--- src/rtl/ahs_pkg.sv ---
package ahs_pkg;
  localparam int unsigned WORD_MUL = 37;
  localparam int unsigned WORD_ADD = 91;

  typedef enum logic [1:0] {
    RQ_IDLE, RQ_ADDR, RQ_WAITD, RQ_ACKD
  } rq_state_t;

  typedef enum logic [2:0] {
    RS_IDLE, RS_ACKA, RS_WAITM, RS_DATA, RS_TAIL
  } rs_state_t;
endpackage

--- src/rtl/ahs_requester.sv ---
module ahs_requester
  import ahs_pkg::*;
#(
  parameter int AW = 4,
  parameter int DW = 16
) (
  input  logic          clk,
  input  logic          rst_n,
  input  logic          hold_i,
  input  logic          start_i,
  input  logic [AW-1:0] addr_i,
  input  logic          ack_i,
  input  logic          data_rdy_i,
  input  logic [DW-1:0] bus_i,
  output logic          read_req_o,
  output logic          ack_o,
  output logic          drv_o,
  output logic [DW-1:0] val_o,
  output logic          done_o,
  output logic [DW-1:0] rdata_o
);
  rq_state_t     st_q, st_d;
  logic [AW-1:0] addr_q;
  logic          addr_en, cap_en, done_d;

  always_comb begin
    st_d    = st_q;
    addr_en = 1'b0;
    cap_en  = 1'b0;
    done_d  = 1'b0;
    unique case (st_q)
      RQ_IDLE:  if (start_i) begin st_d = RQ_ADDR; addr_en = 1'b1; end
      RQ_ADDR:  if (ack_i && !hold_i) st_d = RQ_WAITD;
      RQ_WAITD: if (data_rdy_i && !hold_i) begin st_d = RQ_ACKD; cap_en = 1'b1; end
      RQ_ACKD:  if (!data_rdy_i && !hold_i) begin st_d = RQ_IDLE; done_d = 1'b1; end
      default:  st_d = RQ_IDLE;
    endcase
  end

  always_ff @(posedge clk or negedge rst_n) begin
    if (!rst_n) begin
      st_q    <= RQ_IDLE;
      addr_q  <= '0;
      rdata_o <= '0;
      done_o  <= 1'b0;
    end else begin
      st_q   <= st_d;
      done_o <= done_d;
      if (addr_en) addr_q  <= addr_i;
      if (cap_en)  rdata_o <= bus_i;
    end
  end

  assign read_req_o = (st_q == RQ_ADDR);
  assign drv_o      = (st_q == RQ_ADDR);
  assign val_o      = DW'(addr_q);
  assign ack_o      = (st_q == RQ_ACKD);

  assert_done_pulse_R5: assert property (@(posedge clk) disable iff (!rst_n)
    done_o |=> !done_o);
  assert_req_drop_R3: assert property (@(posedge clk) disable iff (!rst_n)
    $fell(read_req_o) |-> $past(ack_i));
  assert_ack_drop_R4: assert property (@(posedge clk) disable iff (!rst_n)
    $fell(ack_o) |-> !$past(data_rdy_i));
endmodule

--- src/rtl/ahs_responder.sv ---
module ahs_responder
  import ahs_pkg::*;
#(
  parameter int AW  = 4,
  parameter int DW  = 16,
  parameter int LAT = 5
) (
  input  logic          clk,
  input  logic          rst_n,
  input  logic          hold_i,
  input  logic          read_req_i,
  input  logic          ack_i,
  input  logic [DW-1:0] bus_i,
  output logic          ack_o,
  output logic          data_rdy_o,
  output logic          drv_o,
  output logic [DW-1:0] val_o
);
  localparam int DEPTH = 1 << AW;
  localparam int CW    = $clog2(LAT + 1);

  rs_state_t     st_q, st_d;
  logic [CW-1:0] cnt_q;
  logic [DW-1:0] word_q;
  logic [DW-1:0] mem [DEPTH];
  logic          take_en, mem_rdy;

  for (genvar g = 0; g < DEPTH; g++) begin : g_rom
    assign mem[g] = DW'(g * WORD_MUL + WORD_ADD);
  end

  assign mem_rdy = (cnt_q == '0);

  always_comb begin
    st_d    = st_q;
    take_en = 1'b0;
    unique case (st_q)
      RS_IDLE:  if (read_req_i && !hold_i) begin st_d = RS_ACKA; take_en = 1'b1; end
      RS_ACKA:  if (!read_req_i && !hold_i) st_d = RS_WAITM;
      RS_WAITM: if (mem_rdy && !ack_i && !hold_i) st_d = RS_DATA;
      RS_DATA:  if (ack_i && !hold_i) st_d = RS_TAIL;
      RS_TAIL:  if (!ack_i && !hold_i) st_d = RS_IDLE;
      default:  st_d = RS_IDLE;
    endcase
  end

  always_ff @(posedge clk or negedge rst_n) begin
    if (!rst_n) begin
      st_q   <= RS_IDLE;
      cnt_q  <= '0;
      word_q <= '0;
    end else begin
      st_q <= st_d;
      if (take_en) begin
        cnt_q  <= CW'(LAT);
        word_q <= mem[bus_i[AW-1:0]];
      end else if (!mem_rdy) begin
        cnt_q <= cnt_q - 1'b1;
      end
    end
  end

  assign ack_o      = (st_q == RS_ACKA);
  assign data_rdy_o = (st_q == RS_DATA);
  assign drv_o      = (st_q == RS_DATA);
  assign val_o      = word_q;

  assert_rdy_rise_R4: assert property (@(posedge clk) disable iff (!rst_n)
    $rose(data_rdy_o) |-> $past(!ack_i && !read_req_i));
  assert_rdy_fall_R4: assert property (@(posedge clk) disable iff (!rst_n)
    $fell(data_rdy_o) |-> $past(ack_i));
  assert_ack_fall_R3: assert property (@(posedge clk) disable iff (!rst_n)
    $fell(ack_o) |-> !$past(read_req_i));
  assert_latency_R7: assert property (@(posedge clk) disable iff (!rst_n)
    $rose(data_rdy_o) |-> $past(mem_rdy));
endmodule

--- src/rtl/ahs_bus_merge.sv ---
module ahs_bus_merge #(
  parameter int DW = 16
) (
  input  logic          clk,
  input  logic          rst_n,
  input  logic          a_drv_i,
  input  logic [DW-1:0] a_val_i,
  input  logic          b_drv_i,
  input  logic [DW-1:0] b_val_i,
  input  logic          a_ack_i,
  input  logic          b_ack_i,
  output logic [DW-1:0] bus_o,
  output logic          ack_o
);
  always_comb begin
    bus_o = '0;
    if (a_drv_i)      bus_o = a_val_i;
    else if (b_drv_i) bus_o = b_val_i;
  end
  assign ack_o = a_ack_i | b_ack_i;

  assert_single_driver_R6: assert property (@(posedge clk) disable iff (!rst_n)
    !(a_drv_i && b_drv_i));
endmodule

--- src/rtl/async_read_link.sv ---
module async_read_link #(
  parameter int AW  = 4,
  parameter int DW  = 16,
  parameter int LAT = 5
) (
  input  logic          clk,
  input  logic          rst_n,
  input  logic          start_i,
  input  logic [AW-1:0] addr_i,
  input  logic          req_hold_i,
  input  logic          rsp_hold_i,
  output logic          done_o,
  output logic [DW-1:0] rdata_o,
  output logic          read_req_o,
  output logic          data_rdy_o,
  output logic          ack_o,
  output logic [DW-1:0] bus_o
);
  logic          rq_ack, rs_ack, rq_drv, rs_drv;
  logic [DW-1:0] rq_val, rs_val;

  ahs_requester #(.AW(AW), .DW(DW)) u_req (
    .clk(clk), .rst_n(rst_n), .hold_i(req_hold_i), .start_i(start_i),
    .addr_i(addr_i), .ack_i(ack_o), .data_rdy_i(data_rdy_o), .bus_i(bus_o),
    .read_req_o(read_req_o), .ack_o(rq_ack), .drv_o(rq_drv), .val_o(rq_val),
    .done_o(done_o), .rdata_o(rdata_o)
  );

  ahs_responder #(.AW(AW), .DW(DW), .LAT(LAT)) u_rsp (
    .clk(clk), .rst_n(rst_n), .hold_i(rsp_hold_i), .read_req_i(read_req_o),
    .ack_i(ack_o), .bus_i(bus_o), .ack_o(rs_ack), .data_rdy_o(data_rdy_o),
    .drv_o(rs_drv), .val_o(rs_val)
  );

  ahs_bus_merge #(.DW(DW)) u_merge (
    .clk(clk), .rst_n(rst_n), .a_drv_i(rq_drv), .a_val_i(rq_val),
    .b_drv_i(rs_drv), .b_val_i(rs_val), .a_ack_i(rq_ack), .b_ack_i(rs_ack),
    .bus_o(bus_o), .ack_o(ack_o)
  );

  assert_ack_rise_R2: assert property (@(posedge clk) disable iff (!rst_n)
    $rose(ack_o) |-> $past(read_req_o || data_rdy_o));
endmodule

--- config.mk ---
export PLATFORM = sky130hd
export DESIGN_NAME = async_read_link
export DESIGN_NICKNAME = d
export VERILOG_FILES = /design/src/rtl/ahs_pkg.sv /design/src/rtl/ahs_requester.sv /design/src/rtl/ahs_responder.sv /design/src/rtl/ahs_bus_merge.sv /design/src/rtl/async_read_link.sv
export SDC_FILE = /design/constraint.sdc
export NUM_CORES = 1
export LEC_CHECK = 0
export BUFFER_PORTS_ARGS = -buffer_cell sky130_fd_sc_hd__buf_4
export CAP_MARGIN = 20
export CORE_MARGIN = 3
export CORE_UTILIZATION = 47
export CTS_BUF_LIST = sky130_fd_sc_hd__clkbuf_8
export DETAILED_ROUTE_END_ITERATION = 10
export PLACE_DENSITY = 0.7
export SLEW_MARGIN = 20
export SYNTH_ARGS = -nofsm -noshare
export SYNTH_HDL_FRONTEND = slang
export SYNTH_HIERARCHICAL = 1
export SYNTH_SLANG_ARGS = --single-unit
export TNS_END_PERCENT = 30
--- constraint.sdc ---
create_clock -name clk -period 6.4 [get_ports clk]
set_clock_uncertainty 0.05 [all_clocks]
set_input_delay 1.28 -clock clk [delete_from_list [all_inputs] [get_ports clk]]
set_output_delay 1.28 -clock clk [all_outputs]
set_load 0.05 [all_outputs]
After elaboration in Yosys (flattened, before gate mapping)
Memories as Yosys holds them, arrays and structs flattened. A register that Yosys moved wholly into a read port is not among the register bits.
Cells that the tools add are included.
{"block": "totals", "regBits": 29, "rom_bits": 256, "input_bits": 9, "out_inout_bits": 36, "elab_cells": 70, "mem_count": 1}
{"memory": "(name not given)", "words": 16, "word_bits": 16, "rd": 1, "rd_clocked_by_memory_dff": 1, "write_ports": 0, "line": "ahs_responder.sv:56", "text": "word_q <= mem[bus_i[AW-1:0]];"}
{"block": "op_classes", "addsub": 1, "eq_ne": 17, "mux": 23, "bitwise": 2, "reduce_logical": 20}
{"operator": "16-bit 2-to-1 mux", "n": 2}
{"operator": "3-bit 2-to-1 mux", "n": 7}
{"operator": "3-bit one-hot mux with 5 select lines", "n": 1}
{"operator": "2-bit by 1-bit != test with 1-bit output, second input constant", "n": 6}
{"operator": "1-bit logical AND", "n": 9}
{"operator": "1-bit 2-to-1 mux", "n": 8}
{"operator": "2-bit 2-to-1 mux", "n": 4}
{"operator": "2-bit != test, second input constant", "n": 4}
{"operator": "2-bit one-hot mux with 4 select lines", "n": 1}
{"operator": "3-bit by 2-bit equality test with 1-bit output, second input constant", "n": 2}
{"operator": "1-bit logical NOT", "n": 6}
{"operator": "3-bit logical NOT", "n": 2}
{"operator": "4-bit inverter with 5-bit output", "n": 1}
{"operator": "5-bit AND reduction", "n": 1}
{"operator": "2-bit equality test, second input constant", "n": 2}
{"operator": "4-bit AND reduction", "n": 1}
{"operator": "3-bit by 1-bit equality test with 1-bit output, second input constant", "n": 1}
{"operator": "3-bit equality test, second input constant", "n": 1}
{"operator": "3-bit by 1-bit subtractor with 3-bit output, second input constant", "n": 1}
{"operator": "2-bit by 1-bit equality test with 1-bit output, second input constant", "n": 1}
{"operator": "2-bit logical NOT", "n": 1}
{"operator": "1-bit bitwise OR", "n": 1}

Depth between registers and ports, before layout
{"block": "logic_depth", "ltp_word": 7, "mapped_depth": 11, "depth_no_buf": 10}

Cells and area by module
The synthesis kept the hierarchy.
{"mod": "ahs_requester", "n_inst": 1, "cells_per_inst": 78, "area_each_um2": 1097.3, "seq_area_each_um2": 575.6}
{"mod": "ahs_responder", "n_inst": 1, "cells_per_inst": 111, "area_each_um2": 1034.7, "seq_area_each_um2": 400.4}
{"mod": "ahs_bus_merge", "n_inst": 1, "cells_per_inst": 25, "area_each_um2": 207.7, "seq_area_each_um2": 0.0}

Least setup slack after synthesis
OpenSTA, ideal clock, no wires.
{"block": "synth_timing", "path_type": "register to output", "from": "reg u_rsp.st_q[2]", "to": "out bus_o[0]", "t_arrival_ns": 1.856, "required_ns": 5.070, "setup_slack_ns": 3.214, "path_stages_with_launch": 6, "path_buffers": 2, "path_cell_list": "dfrtp_1 buf_6 and3b_2 buf_4 nor2b_4 a22o_1"}
{"block": "synth_between", "elab_chain_len": 3}
{"element": "start, declared", "line": "ahs_responder.sv:22", "text": "rs_state_t st_q, st_d;"}
{"element": "start signal, assigned", "line": "ahs_responder.sv:53", "text": "st_q <= st_d;"}
{"element": "3-bit by 2-bit equality test with 1-bit output"}
{"element": "net data_rdy_o", "line": "async_read_link.sv:15", "text": "output logic data_rdy_o,"}
{"element": "16-bit 2-to-1 mux", "line": "ahs_bus_merge.sv:18", "text": "else if (b_drv_i) bus_o = b_val_i;"}
{"element": "16-bit 2-to-1 mux", "line": "ahs_bus_merge.sv:17", "text": "if (a_drv_i) bus_o = a_val_i;"}
{"element": "end, declared", "line": "async_read_link.sv:17", "text": "output logic [DW-1:0] bus_o"}
The timed path passes the listed nets, and every way through them passes these cells.

Worst setup path after layout
{"block": "layout_timing", "from": "reg u_req.st_q[1]", "to": "out bus_o[2]"}
{"block": "layout_between", "elab_chain_len": 2}
{"element": "start, declared", "line": "ahs_requester.sv:22", "text": "rq_state_t st_q, st_d;"}
{"element": "start signal, assigned", "line": "ahs_requester.sv:47", "text": "st_q <= st_d;"}
{"element": "2-bit by 1-bit equality test with 1-bit output", "line": "ahs_requester.sv:55", "text": "assign drv_o = (st_q == RQ_ADDR);"}
{"element": "16-bit 2-to-1 mux", "line": "ahs_bus_merge.sv:17"}
No other way between the ends.

==> flow_summary.json <==
{
  "status": "complete, but fails checks",
  "violations": "slew limit",
  "ys_types": 38,
  "start_util": 0.4921,
  "synth_flop_cell": "dfrtp_1",
  "cts_tree": "done",
  "finalMaxSlewViolations": 4,
  "rsz0062_at_grt": "false",
  "critPathCapture": "bus_o[2]",
  "dp_hpwl_um": 3082,
  "placed_cells": 305,
  "core-area_sq_um": 4755,
  "slowest_delay_ps": 490,
  "fin_tns_setup_ps": 0,
  "path_class": "reg -> out",
  "min_path_type": "reg -> reg",
  "dieArea_sq_um": 5861,
  "globalRouteTotalUtil": 0.1555,
  "worst_setup_path_start_kind": "flip-flop",
  "cts_setup_buffers": 0,
  "drt-met1-wl_um": 1995,
  "grt_antenna_before_repair": 0,
  "gp_congestion": 0.7389,
  "synth_top_cell_by_area": "dfrtp_1",
  "worst_ep_required_time_ps": 5070,
  "vias_per_cell": 4.843,
  "timing.rr.end": "u_rsp/val_o[5]",
  "final_core_util": 0.5542,
  "period_needed_ps": 3774,
  "worst_pin_slew_ps": 1641,
  "period_share": 0.5897,
  "io_pins": 45,
  "slowest_stage": "ha_1",
  "die_h_um": 76.56,
  "synth_most_common_cell": "dfrtp_1",
  "vias": 1516,
  "worstSetupEndpointType": "output pin",
  "cp_max_fo": 24,
  "grt_first_pass_wirelength_um": 7176,
  "rows": 25,
  "max_freq_mhz": 265.0,
  "setup_viol": 0,
  "wire_per_inst_um": 13.48,
  "cp_cell_sequence": "inv_1 > ha_1 > nor2b_4 > a22o_1 > buf_4",
  "overflow": 0,
  "h-tree-depth": 2,
  "io_buffer_count": 38,
  "highest_layer": "met4",
  "timing.slew.headroom": -0.1058,
  "clockRootBuffer": "clkbuf_8",
  "grt_max_degree": 40,
  "drc": 0,
  "clk_path_buf_depth": 2,
  "synth_area_sq_um": 2340,
  "finalNonFillerCells": 313,
  "wl_met3_um": 229,
  "wl_met2_um": 1973,
  "ys_seq_area_frac": 0.4171,
  "post_cts_resized": 0,
  "routed_wl_um": 4219,
  "ys_top_cells_by_count": "dfrtp_1, mux2_2, nand2_1",
  "ant_nets": 0,
  "numClockSinks": 39,
  "syn2layout_area_growth_pct": 12.62,
  "synth_edf_count": 0,
  "reg2reg_slack_ps": 3310,
  "async_flop_share": 1.000,
  "die_w_um": 76.56,
  "diodes": 0,
  "drt_iter0_markers": 52,
  "cts_made_buffers": 5,
  "final_nets": 267,
  "syn_area_per_cell_sq_um": 10.93,
  "drive_gt1_frac": 0.3659,
  "reg2reg_from": "u_req/st_q[1]",
  "fillCellCount": 447,
  "syn_inst": 214,
  "crit_arrival_ps": 2440,
  "synth-seq-cells": 39,
  "worst_skew_pair.late_latency_ps": 290,
  "clkTransAtPathRegs_ps": 70,
  "grt_pass1_vias": 1439,
  "maxCapViolCount": 0,
  "yosys.area.top_type_share": 0.4171,
  "finalHoldViolCount": 0,
  "first_pass_iters": 4,
  "ys_warn_count": 6,
  "ff2ff_path_depth": 9,
  "synth.area.top_cells": "dfrtp_1, mux2_2, ha_1",
  "cts_hold_buf": 0,
  "crit_start": "u_req/st_q[1]"
}
flip-flops by register name (all words and copies together) (netlist names):
| signal | flops |
|---|---|
| u_req/addr_q | 4 |
| u_req/done_o | 1 |
| u_req/rdata_o | 16 |
| u_req/st_q | 2 |
| u_rsp/cnt_q | 3 |
| u_rsp/st_q | 3 |
| u_rsp/val_o | 10 |
cell type report:
| type | count | area (sq um) | area share |
|---|---|---|---|
| multi-input cells | 150 | 1149 | 0.4359 |
| flip-flops and latches | 39 | 975.9 | 0.3704 |
| repair buffers | 38 | 285.3 | 0.1083 |
| clock buffers | 7 | 96.34 | 0.03656 |
| well taps | 67 | 83.83 | 0.03181 |
| inverters | 11 | 41.29 | 0.01567 |
| clock inverters | 1 | 3.754 | 0.001424 |
worst min-delay path by stage:
stage / startpoint / endpoint / depth (start not counted)
floorplan: u_rsp/val_o[0] / u_rsp/val_o[0] / 2
global placement: u_rsp/val_o[6] / u_rsp/val_o[6] / 2
detailed placement: u_rsp/val_o[0] / u_rsp/val_o[0] / 2
CTS: u_rsp/val_o[0] / u_rsp/val_o[0] / 2
global route: u_rsp/val_o[0] / u_rsp/val_o[0] / 2
finish: u_rsp/val_o[0] / u_rsp/val_o[0] / 2
kinds of logic (layout without fill, tap and decap cells):
group / after synthesis / count (layout) / share of synthesized area
adders and majority gates: 13 / 13 / 0.06952
and+or+nand+nor: 45 / 45 / 0.1037
AOI/OAI and AO/OA: 41 / 41 / 0.1342
DFF: 39 / 39 / 0.4171
xor gates and xnor gates: 3 / 3 / 0.01123
muxes: 30 / 30 / 0.1433
buffers and inverters: 41 / 57 / 0.1176
other: 2 / 18 / 0.003210
per-stage QoR:
stage	cell area (sq um)	hold WS [ps]	setup slack, ps
5_1_grt	2635	466.7	2388
3_3_place_gp	2535	412.9	3012
6_report	2635	432.5	2626
3_5_place_dp	2535	426.8	2936
2_1_floorplan	2400	400.7	3214
4_1_cts	2635	439.2	2617
layout by cell type, fill, tap and decap left out, types with 3 or more instances in the layout:
| cell type | synthesis | routed |
|---|---|---|
| mux2i_1 | 5 | 5 |
| nor2_1 | 7 | 7 |
| ha_1 | 13 | 13 |
| nor3_1 | 3 | 3 |
| a22o_1 | 4 | 4 |
| o21ai_1 | 5 | 5 |
| nand2_1 | 22 | 22 |
| buf_4 | 21 | 38 |
| inv_1 | 11 | 12 |
| a21oi_1 | 3 | 3 |
| a22o_2 | 10 | 10 |
| clkbuf_8 | 0 | 7 |
| o21ai_0 | 10 | 10 |
| conb_1 | 2 | 18 |
| dfrtp_1 | 39 | 39 |
| mux2_2 | 24 | 24 |
critical path: cells and delay by family, from the launching register on:
kind	cells	cell delay, ps
compound gates	1	460
flops	1	400
simple gates	1	420
fa+ha+maj	1	490
buf+inv	2	380
layer usage:
layer,up-vias,GRT usage
met4,0,0.03804
met1,720,0.1988
met3,2,0.06147
met2,35,0.2469
li1,759,-
met5,-,0
Power is not shown: default switching activity piles up to over one toggle a cycle in this logic, so the estimate is an artifact.
